===== config.mk =====
export PLATFORM = sky130hd
export DESIGN_NAME = beam_scan_ctrl
export DESIGN_NICKNAME = d
export VERILOG_FILES = /design/src/rtl/bsc_pkg.sv /design/src/rtl/bsc_phase_timer.sv /design/src/rtl/bsc_wrap_counter.sv /design/src/rtl/beam_scan_ctrl.sv
export SDC_FILE = /design/constraint.sdc
export NUM_CORES = 1
export LEC_CHECK = 0
export ABC_AREA = 1
export BUFFER_PORTS_ARGS = -buffer_cell sky130_fd_sc_hd__buf_4
export CORE_MARGIN = 2
export CORE_UTILIZATION = 45
export CTS_CLUSTER_SIZE = 8
export DETAILED_ROUTE_END_ITERATION = 12
export PLACE_DENSITY = 0.76
export SLEW_MARGIN = 40
export SYNTH_ARGS = -nofsm -noshare
export SYNTH_HDL_FRONTEND = slang
export SYNTH_SLANG_ARGS = --single-unit

===== constraint.sdc =====
create_clock -name clk_i -period 5.2 [get_ports clk_i]
set_input_delay 1.04 -clock clk_i [delete_from_list [all_inputs] [get_ports clk_i]]
set_output_delay 1.04 -clock clk_i [all_outputs]
set_load 0.05 [all_outputs]

===== src/rtl/bsc_pkg.sv =====
package bsc_pkg;
  typedef enum logic [2:0] {
    ST_IDLE    = 3'd0,
    ST_LCHIRP  = 3'd1,
    ST_LLISTEN = 3'd2,
    ST_GUARD   = 3'd3,
    ST_SCHIRP  = 3'd4,
    ST_SLISTEN = 3'd5,
    ST_ADV     = 3'd6
  } scan_st_e;

  typedef enum logic [1:0] {
    MD_HOST   = 2'd0,
    MD_AUTO   = 2'd1,
    MD_SINGLE = 2'd2,
    MD_TRIG   = 2'd3
  } scan_md_e;
endpackage


===== src/rtl/bsc_phase_timer.sv =====
module bsc_phase_timer #(
  parameter int W = 16
) (
  input  logic         clk_i,
  input  logic         rst_ni,
  input  logic         zero_i,
  input  logic [W-1:0] len_i,
  output logic [W-1:0] timer_o,
  output logic         last_o
);
  logic [W-1:0] timer_q;
  logic [W:0]   nxt;

  // widened compare: len 0 behaves as len 1
  assign nxt    = {1'b0, timer_q} + {{W{1'b0}}, 1'b1};
  assign last_o = nxt >= {1'b0, len_i};

  always_ff @(posedge clk_i or negedge rst_ni) begin
    if (!rst_ni)     timer_q <= '0;
    else if (zero_i) timer_q <= '0;
    else             timer_q <= timer_q + W'(1);
  end

  assign timer_o = timer_q;

  a_r2_zero_follows: assert property (@(posedge clk_i) disable iff (!rst_ni)
    zero_i |=> timer_q == '0);
endmodule


===== src/rtl/bsc_wrap_counter.sv =====
module bsc_wrap_counter #(
  parameter int W = 6
) (
  input  logic         clk_i,
  input  logic         rst_ni,
  input  logic         step_i,
  input  logic [W-1:0] limit_i,
  output logic [W-1:0] cnt_o,
  output logic         wrap_o
);
  logic [W-1:0] cnt_q;
  logic [W:0]   nxt;

  assign nxt    = {1'b0, cnt_q} + {{W{1'b0}}, 1'b1};
  assign wrap_o = step_i && (nxt >= {1'b0, limit_i});

  always_ff @(posedge clk_i or negedge rst_ni) begin
    if (!rst_ni)      cnt_q <= '0;
    else if (wrap_o)  cnt_q <= '0;
    else if (step_i)  cnt_q <= cnt_q + W'(1);
  end

  assign cnt_o = cnt_q;

  a_r4_hold_when_idle: assert property (@(posedge clk_i) disable iff (!rst_ni)
    !step_i |=> $stable(cnt_q));
endmodule


===== src/rtl/beam_scan_ctrl.sv =====
module beam_scan_ctrl
  import bsc_pkg::*;
#(
  parameter int TIMER_W      = 16,
  parameter int CNT_W        = 6,
  parameter int ELEVS_PER_AZ = 8,
  parameter int AZS_PER_SCAN = 8
) (
  input  logic               clk_i,
  input  logic               rst_ni,
  input  logic [1:0]         mode_i,
  input  logic               ext_chirp_i,
  input  logic               ext_elev_i,
  input  logic               ext_az_i,
  input  logic               trigger_i,
  input  logic [TIMER_W-1:0] long_chirp_len_i,
  input  logic [TIMER_W-1:0] long_listen_len_i,
  input  logic [TIMER_W-1:0] guard_len_i,
  input  logic [TIMER_W-1:0] short_chirp_len_i,
  input  logic [TIMER_W-1:0] short_listen_len_i,
  input  logic [CNT_W-1:0]   chirps_per_elev_i,
  output logic               long_sel_o,
  output logic               new_chirp_o,
  output logic               new_elev_o,
  output logic               new_az_o,
  output logic [CNT_W-1:0]   chirp_cnt_o,
  output logic [CNT_W-1:0]   elev_cnt_o,
  output logic [CNT_W-1:0]   az_cnt_o,
  output logic               scanning_o,
  output logic               scan_done_o,
  output logic [2:0]         state_o,
  output logic [TIMER_W-1:0] timer_o
);
  localparam logic [CNT_W-1:0] ELEV_LIM = CNT_W'(ELEVS_PER_AZ);
  localparam logic [CNT_W-1:0] AZ_LIM   = CNT_W'(AZS_PER_SCAN);

  scan_st_e           state_q, state_n;
  scan_md_e           mode;
  logic               timed_q, last, zero, step;
  logic [TIMER_W-1:0] len_sel;
  logic               chirp_wrap, elev_wrap, az_wrap;
  logic               new_chirp_q, new_elev_q, new_az_q, done_q;

  assign mode    = scan_md_e'(mode_i);
  assign timed_q = state_q inside {ST_LCHIRP, ST_LLISTEN, ST_GUARD, ST_SCHIRP, ST_SLISTEN};

  always_comb begin
    unique case (state_q)
      ST_LCHIRP:  len_sel = long_chirp_len_i;
      ST_LLISTEN: len_sel = long_listen_len_i;
      ST_GUARD:   len_sel = guard_len_i;
      ST_SCHIRP:  len_sel = short_chirp_len_i;
      ST_SLISTEN: len_sel = short_listen_len_i;
      default:    len_sel = '0;
    endcase
  end

  always_comb begin
    state_n = state_q;
    unique case (state_q)
      ST_IDLE: begin
        if (mode == MD_AUTO) state_n = ST_LCHIRP;
        else if ((mode == MD_SINGLE || mode == MD_TRIG) && trigger_i) state_n = ST_LCHIRP;
      end
      ST_LCHIRP:  if (last) state_n = ST_LLISTEN;
      ST_LLISTEN: if (last) state_n = (mode == MD_SINGLE) ? ST_IDLE : ST_GUARD;
      ST_GUARD:   if (last) state_n = ST_SCHIRP;
      ST_SCHIRP:  if (last) state_n = ST_SLISTEN;
      ST_SLISTEN: if (last) state_n = ST_ADV;
      ST_ADV:     state_n = (mode == MD_AUTO) ? ST_LCHIRP : ST_IDLE;
      default:    state_n = ST_IDLE;
    endcase
    if (mode == MD_HOST) state_n = ST_IDLE;
  end

  // timer restarts on every state change and rests at 0 outside timed phases
  assign zero = (state_n != state_q) || !timed_q;
  assign step = state_q == ST_ADV;

  bsc_phase_timer #(.W(TIMER_W)) u_timer (
    .clk_i, .rst_ni, .zero_i(zero), .len_i(len_sel), .timer_o, .last_o(last)
  );

  bsc_wrap_counter #(.W(CNT_W)) u_chirp (
    .clk_i, .rst_ni, .step_i(step), .limit_i(chirps_per_elev_i),
    .cnt_o(chirp_cnt_o), .wrap_o(chirp_wrap)
  );
  bsc_wrap_counter #(.W(CNT_W)) u_elev (
    .clk_i, .rst_ni, .step_i(chirp_wrap), .limit_i(ELEV_LIM),
    .cnt_o(elev_cnt_o), .wrap_o(elev_wrap)
  );
  bsc_wrap_counter #(.W(CNT_W)) u_az (
    .clk_i, .rst_ni, .step_i(elev_wrap), .limit_i(AZ_LIM),
    .cnt_o(az_cnt_o), .wrap_o(az_wrap)
  );

  always_ff @(posedge clk_i or negedge rst_ni) begin
    if (!rst_ni) begin
      state_q     <= ST_IDLE;
      new_chirp_q <= 1'b0;
      new_elev_q  <= 1'b0;
      new_az_q    <= 1'b0;
      done_q      <= 1'b0;
    end else begin
      state_q <= state_n;
      done_q  <= az_wrap;
      if (mode == MD_HOST) begin
        new_chirp_q <= ext_chirp_i;
        new_elev_q  <= ext_elev_i;
        new_az_q    <= ext_az_i;
      end else begin
        new_chirp_q <= (state_n == ST_LCHIRP) && (state_q != ST_LCHIRP);
        new_elev_q  <= chirp_wrap;
        new_az_q    <= elev_wrap;
      end
    end
  end

  assign state_o     = state_q;
  assign long_sel_o  = (state_q == ST_LCHIRP) || (state_q == ST_LLISTEN);
  assign scanning_o  = state_q != ST_IDLE;
  assign new_chirp_o = new_chirp_q;
  assign new_elev_o  = new_elev_q;
  assign new_az_o    = new_az_q;
  assign scan_done_o = done_q;

  a_r1_no_code7: assert property (@(posedge clk_i) disable iff (!rst_ni)
    state_o != 3'd7);
  a_r2_timer_bound: assert property (@(posedge clk_i) disable iff (!rst_ni)
    (timed_q && len_sel != '0 && $stable(len_sel)) |-> timer_o < len_sel);
  a_r3_chirp_is_long: assert property (@(posedge clk_i) disable iff (!rst_ni)
    (new_chirp_o && mode != MD_HOST && $past(mode) != MD_HOST) |-> long_sel_o);
  a_r4_elev_bound: assert property (@(posedge clk_i) disable iff (!rst_ni)
    elev_cnt_o < ELEV_LIM);
  a_r4_az_bound: assert property (@(posedge clk_i) disable iff (!rst_ni)
    az_cnt_o < AZ_LIM);
  a_r5_done_at_origin: assert property (@(posedge clk_i) disable iff (!rst_ni)
    scan_done_o |-> (chirp_cnt_o == '0 && elev_cnt_o == '0 && az_cnt_o == '0));
  a_r6_auto_leaves_idle: assert property (@(posedge clk_i) disable iff (!rst_ni)
    (mode == MD_AUTO && state_q == ST_IDLE) |=> state_o == 3'd1);
  a_r7_single_returns: assert property (@(posedge clk_i) disable iff (!rst_ni)
    (mode == MD_SINGLE && state_q == ST_LLISTEN && last) |=> state_o == 3'd0);
  a_r9_host_idle: assert property (@(posedge clk_i) disable iff (!rst_ni)
    mode == MD_HOST |=> state_o == 3'd0);
  a_r9_host_relay: assert property (@(posedge clk_i) disable iff (!rst_ni)
    mode == MD_HOST |=> new_chirp_o == $past(ext_chirp_i));
endmodule


## Yosys cells after proc, flatten, opt, wreduce, memory -nomap -nowiden

Cells that the tools add are included.

| word-level totals | value |
|---|---|
| logic and storage cells | 71 |
| bits in registers | 41 |

| cells by class | value |
|---|---|
| equal/unequal tests | 12 |
| multiplexer cells | 22 |
| add/sub/neg operators | 8 |
| reductions and logical operators | 16 |
| order comparisons | 4 |

Operators by type and width:

| kind | number |
|---|---|
| $pmux 16 s5 | 1 |
| $mux 6 | 6 |
| $mux 3 | 8 |
| $add 6x1->7 const B | 3 |
| $pmux 3 s7 | 1 |
| $add 6x1->6 const B | 3 |
| $add 16x1->17 const B | 1 |
| $ge 17x16->1 | 1 |
| $add 16x1->16 const B | 1 |
| $mux 16 | 1 |
| $ge 7x4->1 const B | 2 |
| $eq 3x3->1 const B | 3 |
| $ge 7x6->1 | 1 |
| $eq 3x1->1 const B | 2 |
| $eq 3x2->1 const B | 2 |
| $reduce_bool 2->1 | 3 |
| $logic_and 1x1->1 | 5 |
| $reduce_bool 5->1 | 1 |
| $eq 2x2->1 const B | 2 |
| $mux 1 | 4 |
| $logic_not 3->1 | 1 |
| $logic_or 1x1->1 | 3 |
| $ne 3x1->1 const B | 1 |
| $ne 3x3->1 | 1 |
| other kinds (5) | 5 |

## Logic depth before layout (Yosys ltp)

| logic depth | value |
|---|---|
| depth in word-level cells | 10 |
| mapped depth | 27 |

## Hierarchy

Synthesis repeated with hierarchy kept, for this count alone.

| second synthesis, totals | value |
|---|---|
| cell total of the unflattened synthesis | 605 |
| area total of the unflattened synthesis | 3935.0 sq um |

By module, submodules not included:

| module | area an instance (sq um) | instances | sequential area each (sq um) | cells an instance |
|---|---|---|---|---|
| bsc_wrap_counter | 524.3 | 3 | 150.1 | 73 |
| bsc_phase_timer | 1366.3 | 1 | 400.4 | 205 |
| beam_scan_ctrl | 996.0 | 1 | 175.2 | 181 |

## Worst setup path after synthesis

No wires, ideal clock.

| path | value |
|---|---|
| kind | flip-flop to flip-flop |
| from | reg state_q[0] (netlist: state_o[0]) |
| to | reg u_timer.timer_q[9] (netlist: u_timer.timer_o[9]) |
| stages on the path, launching flop included | 24 |
| data arrival time | 3.486 ns |
| slack | 1.587 ns |
| path buffers | 2 |
| required time | 5.073 ns |
| period minus slack after synthesis | 3.613 ns |
| cell sequence | dfrtp_1 > inv_1 > nor2_1 > clkbuf_1 > a32o_1 > a221o_1 > a21oi_1 > ha_1 > nand2_1 > nor2_1 > nand2_1 > o21ai_1 > nor2_1 > nand3_2 > nand2_1 > nand2_1 > nand2_1 > nand2_1 > nand2_1 > nand2_1 > nand2_1 > nand3_4 > buf_12 > nor2_4 |

| on the way | value |
|---|---|
| longest elaborated chain between the ends | 9 |
| elaborated cells between the ends (all ways) | 23 |
| classes of those cells | 1 x order compare; 7 x eq/ne; 11 x mux; 4 x reduce/logical |

Ends and longest elaborated chain:

| element | RTL line | text |
|---|---|---|
| start: declaration | beam_scan_ctrl.sv:37 | `scan_st_e state_q, state_n;` |
| start signal: assignment | beam_scan_ctrl.sv:105 | `state_q <= state_n;` |
| $eq 3x3->1 (tied with other cells) | beam_scan_ctrl.sv:45, beam_scan_ctrl.sv:48, beam_scan_ctrl.sv:60 |  |
| $pmux 16 s5 | beam_scan_ctrl.sv:48 | `unique case (state_q)` |
| $ge 17x16->1 | bsc_phase_timer.sv:16 | `assign last_o = nxt >= {1'b0, len_i};` |
| $mux 3 (on tied branches) | - |  |
| $pmux 3 s7 | beam_scan_ctrl.sv:60 | `unique case (state_q)` |
| $mux 3 | beam_scan_ctrl.sv:73 | `if (mode == MD_HOST) state_n = ST_IDLE;` |
| $ne 3x3->1 | beam_scan_ctrl.sv:77 | `assign zero = (state_n != state_q) \|\| !timed_q;` |
| $logic_or 1x1->1 (*) | beam_scan_ctrl.sv:77 |  |
| $mux 16 (*) | bsc_phase_timer.sv:20 | `else if (zero_i) timer_q <= '0;` |
| end signal: assignment | bsc_phase_timer.sv:21 | `else timer_q <= timer_q + W'(1);` |
| end: declaration | bsc_phase_timer.sv:11 | `logic [W-1:0] timer_q;` |

Mark *: on every way between the ends. The rest lies on a longest branch, timed or not.
A chain may end at the register's enable or synchronous reset.

## Final worst setup path

| path | value |
|---|---|
| from | reg state_q[2] (netlist: state_o[2]) |
| to | reg u_timer.timer_q[4] (netlist: u_timer.timer_o[4]) |

The elaborated chain is that of the path after synthesis.

==> results.cfg <==
[synthesis]
synth_area_leader_cell = dfrtp_1
synthTopCellsByArea = dfrtp_1, ha_1, nand2_1, inv_1, nor2_4
ys_types = 43
synthesis.nets = 533
yosysWarnings = 0
ys_ff_latch = 41
synth.most_common_cell = nand2_1
yosysSeqAreaShare_pct = 31.18
synthCells = 411
netlist_area_um2 = 3291
synth_edf_count = 0
syn_avg_cell_area_um2 = 8.006
synth_flop_cell = dfrtp_1
synthTopCellsByCount = nand2_1, inv_1, dfrtp_1
netlist.area_leader.share_pct = 31.18
async_reset_ff_share_pct = 100.0

[routing]
first_pass_iters = 5
drt_iter0_drc = 173
antenna_left = 0
wirelength_um = 9108
vias_per_cell = 5.130
drc = 0
wl_per_cell_um = 14.12
vias = 3309

[finish]
final_core_util_pct = 62.70
n_antenna_cell = 0
n_fill_cell = 679
drive_above_1_share_pct = 32.97
synthToLayoutAreaGrowth_pct = 36.73
fin_nets = 667

[power]
switching_share_pct = 47.83
p_sw_mw = 0.7138
power.density_nw_per_um2 = 331.7
p_seq_share_pct = 25.1
clock_power_share_pct = 17.8
p_leak_nw = 2.487
ir_drop_mv = 0.3207
comb_power_share_pct = 57.1
internal-power_mw = 0.7785

[global_route]
antenna_found_initial = 0
grt-ovfl-total = 0
grt_max_degree = 42
grt_usage_pct = 22.88
grt_pass1_wl_um = 14230
grt_pass1_vias = 3105

[status]
status = completed

[sta]
maxSlewViolCount = 0
clock.fmax_mhz = 237.8
setup_viol = 0
rsz0062_at_grt = no
slew_headroom_pct = 52.48
final.setup.tns_ps = 0
finalHoldViolations = 0
worstMarginPinSlew_ps = 712.0
finClkSkew_ps = 11.71
fin_crit_ps = 4205
finalCritPeriodShare_pct = 80.86

[critical_path]
slowest_delay_ps = 640
crit_chain = inv_1 -> nor2_1 -> nand2_1 -> clkinv_1 -> a32o_1 -> a221o_1 -> a21oi_1 -> ha_1 -> a21o_1 -> nor2_1 -> nand3_1 -> nand2_1 -> nand3_2 -> nor2_1 -> nor2_2 -> nand2_2 -> nand2_2 -> nand2_2 -> nand2_2 -> nor2_4 -> nand3_4 -> nor2_1
timing.rr.start = state_o[2]
cp-end-kind = flop
worstSetupPathType = reg2reg
setup.worst_path.start_class = flop
crit_slowest_cell = dfrtp_1
critPathMaxFanout = 21
critPathRequiredTime_ps = 5420
worstReg2RegEnd = u_timer.timer_o[4]
reg2reg_slack_ps = 1000
rr_worst_depth = 22
crit_start = state_o[2]
arrival_ps = 4430

[worst_hold_path]
hold_class = reg2reg
timing.hold.worst_path_depth = 1
hold_start = u_elev.cnt_o[2]
min_to = u_elev.cnt_o[2]

[clocking]
clk_pin_slew_ps = 90
cts_resized = 0
cts-htree-levels = 2
cts_tree = yes
insertion_delay_ps = 300
cts.sinks = 41
root_buffer = clkbuf_8
cts_buffers = 5
cts_hold_buffers = 0
clockBufferDepth = 2
cts_setup_buffers = 0

[placement]
dp_hpwl_um = 7340
numPortBuffers = 136
gp_congestion = 0.9259

[die]
coreArea_um2 = 7176
chipWidth_um = 89.52
core.rowCount = 31
boundaryPins = 137
die_y_um = 89.52
start_util_pct = 45.86
fp.dieArea_um2 = 8013

[job]
max-cap-violations = 0
==> per-layer routing <==
| metal | global-route usage [%] | wire length, µm |
|---|---|---|
| met1 | 31.70 | 4098 |
| met2 | 36.84 | 4414 |
| met3 | 3.601 | 438 |
| met4 | 6.920 | 157 |
| met5 | 0 | 0 |
==> cell type report <==
type	count	area [µm²]	area share [%]
Sequential cell	41	1026	22.80
Inverter	71	266.5	5.923
Clock inverter	2	38.79	0.8621
Multi-Input combinational cell	290	1951	43.35
Tap cell	99	123.9	2.753
Clock buffer	6	72.57	1.613
Timing Repair Buffer	136	1021	22.69
==> placed cells by master (no fill, tap or decap), drive strengths merged, types with 2 or more instances in the layout <==
cell,count
buf,136
nand2,78
inv,69
nor2,55
dfrtp,41
ha,28
a21oi,26
nand3,19
a32o,15
a221o,15
o21ai,15
xor2,11
clkbuf,6
nor3,4
nand4,3
xnor2,3
clkinv,3
a22oi,2
nand3b,2
a31oi,2
o22ai,2
==> registers in the layout, indices dropped and copies added (netlist names) <==
| name | flops |
|---|---|
| u_timer.timer_o | 16 |
| u_az.cnt_o | 6 |
| u_chirp.cnt_o | 6 |
| u_elev.cnt_o | 6 |
| state_o | 3 |
| new_az_o | 1 |
| new_chirp_o | 1 |
| new_elev_o | 1 |
| scan_done_o | 1 |
==> worst max-delay path by stage <==
stage                                endpoint  slack (ps)  cells past startpoint
after CTS                  u_timer.timer_o[4]        1000                     22
final                      u_timer.timer_o[4]        1000                     22
after floorplan            u_timer.timer_o[9]        1590                     23
after detailed placement   u_timer.timer_o[4]        1030                     25
after global routing       u_timer.timer_o[4]         620                     23
after global placement    u_timer.timer_o[15]        1160                     25
==> stage by stage <==
stage,power [mW],instance area [µm²],worst slack [ps],cells,hold WS [ps]
floorplan,1.037,3291,1587,411,744.4
global placement,1.213,4380,1156,637,480.3
detailed placement,1.231,4388,1028,637,490.5
CTS,1.498,4499,997.3,645,509.3
global route,1.606,4499,618.0,645,528.3
finish,1.492,4499,995.2,645,502.9
==> power by group through the flow <==
| stage | clock (mW) | sequential (mW) | combinational, mW |
|---|---|---|---|
| floorplan | 0 | 0.435 | 0.602 |
| global placement | 0 | 0.379 | 0.834 |
| detailed placement | 0 | 0.380 | 0.851 |
| CTS | 0.270 | 0.374 | 0.854 |
| global route | 0.282 | 0.378 | 0.946 |
| finish | 0.266 | 0.374 | 0.852 |
==> kinds of logic (layout without fill, tap and decap cells) <==
| kind of cell | Yosys count | in the layout | synth area share (%) |
|---|---|---|---|
| buffers and inverters | 80 | 215 | 9.772 |
| AND/OR/NAND/NOR | 164 | 164 | 25.82 |
| AO/OA/AOI/OAI | 84 | 84 | 18.86 |
| flip-flops | 41 | 41 | 31.18 |
| adder cells (fa/ha/maj) | 28 | 28 | 10.65 |
| XOR/XNOR | 14 | 14 | 3.726 |
==> critical path, delay by kind of cell (launching register included) <==
family                     cells  cell delay [ps]
AOI/OAI and AO/OA              4              990
and+or+nand+nor               15             1600
DFF                            1              640
adders and majority gates      1              280
buffers and inverters          2              610
(Power assumes the default switching activity.)
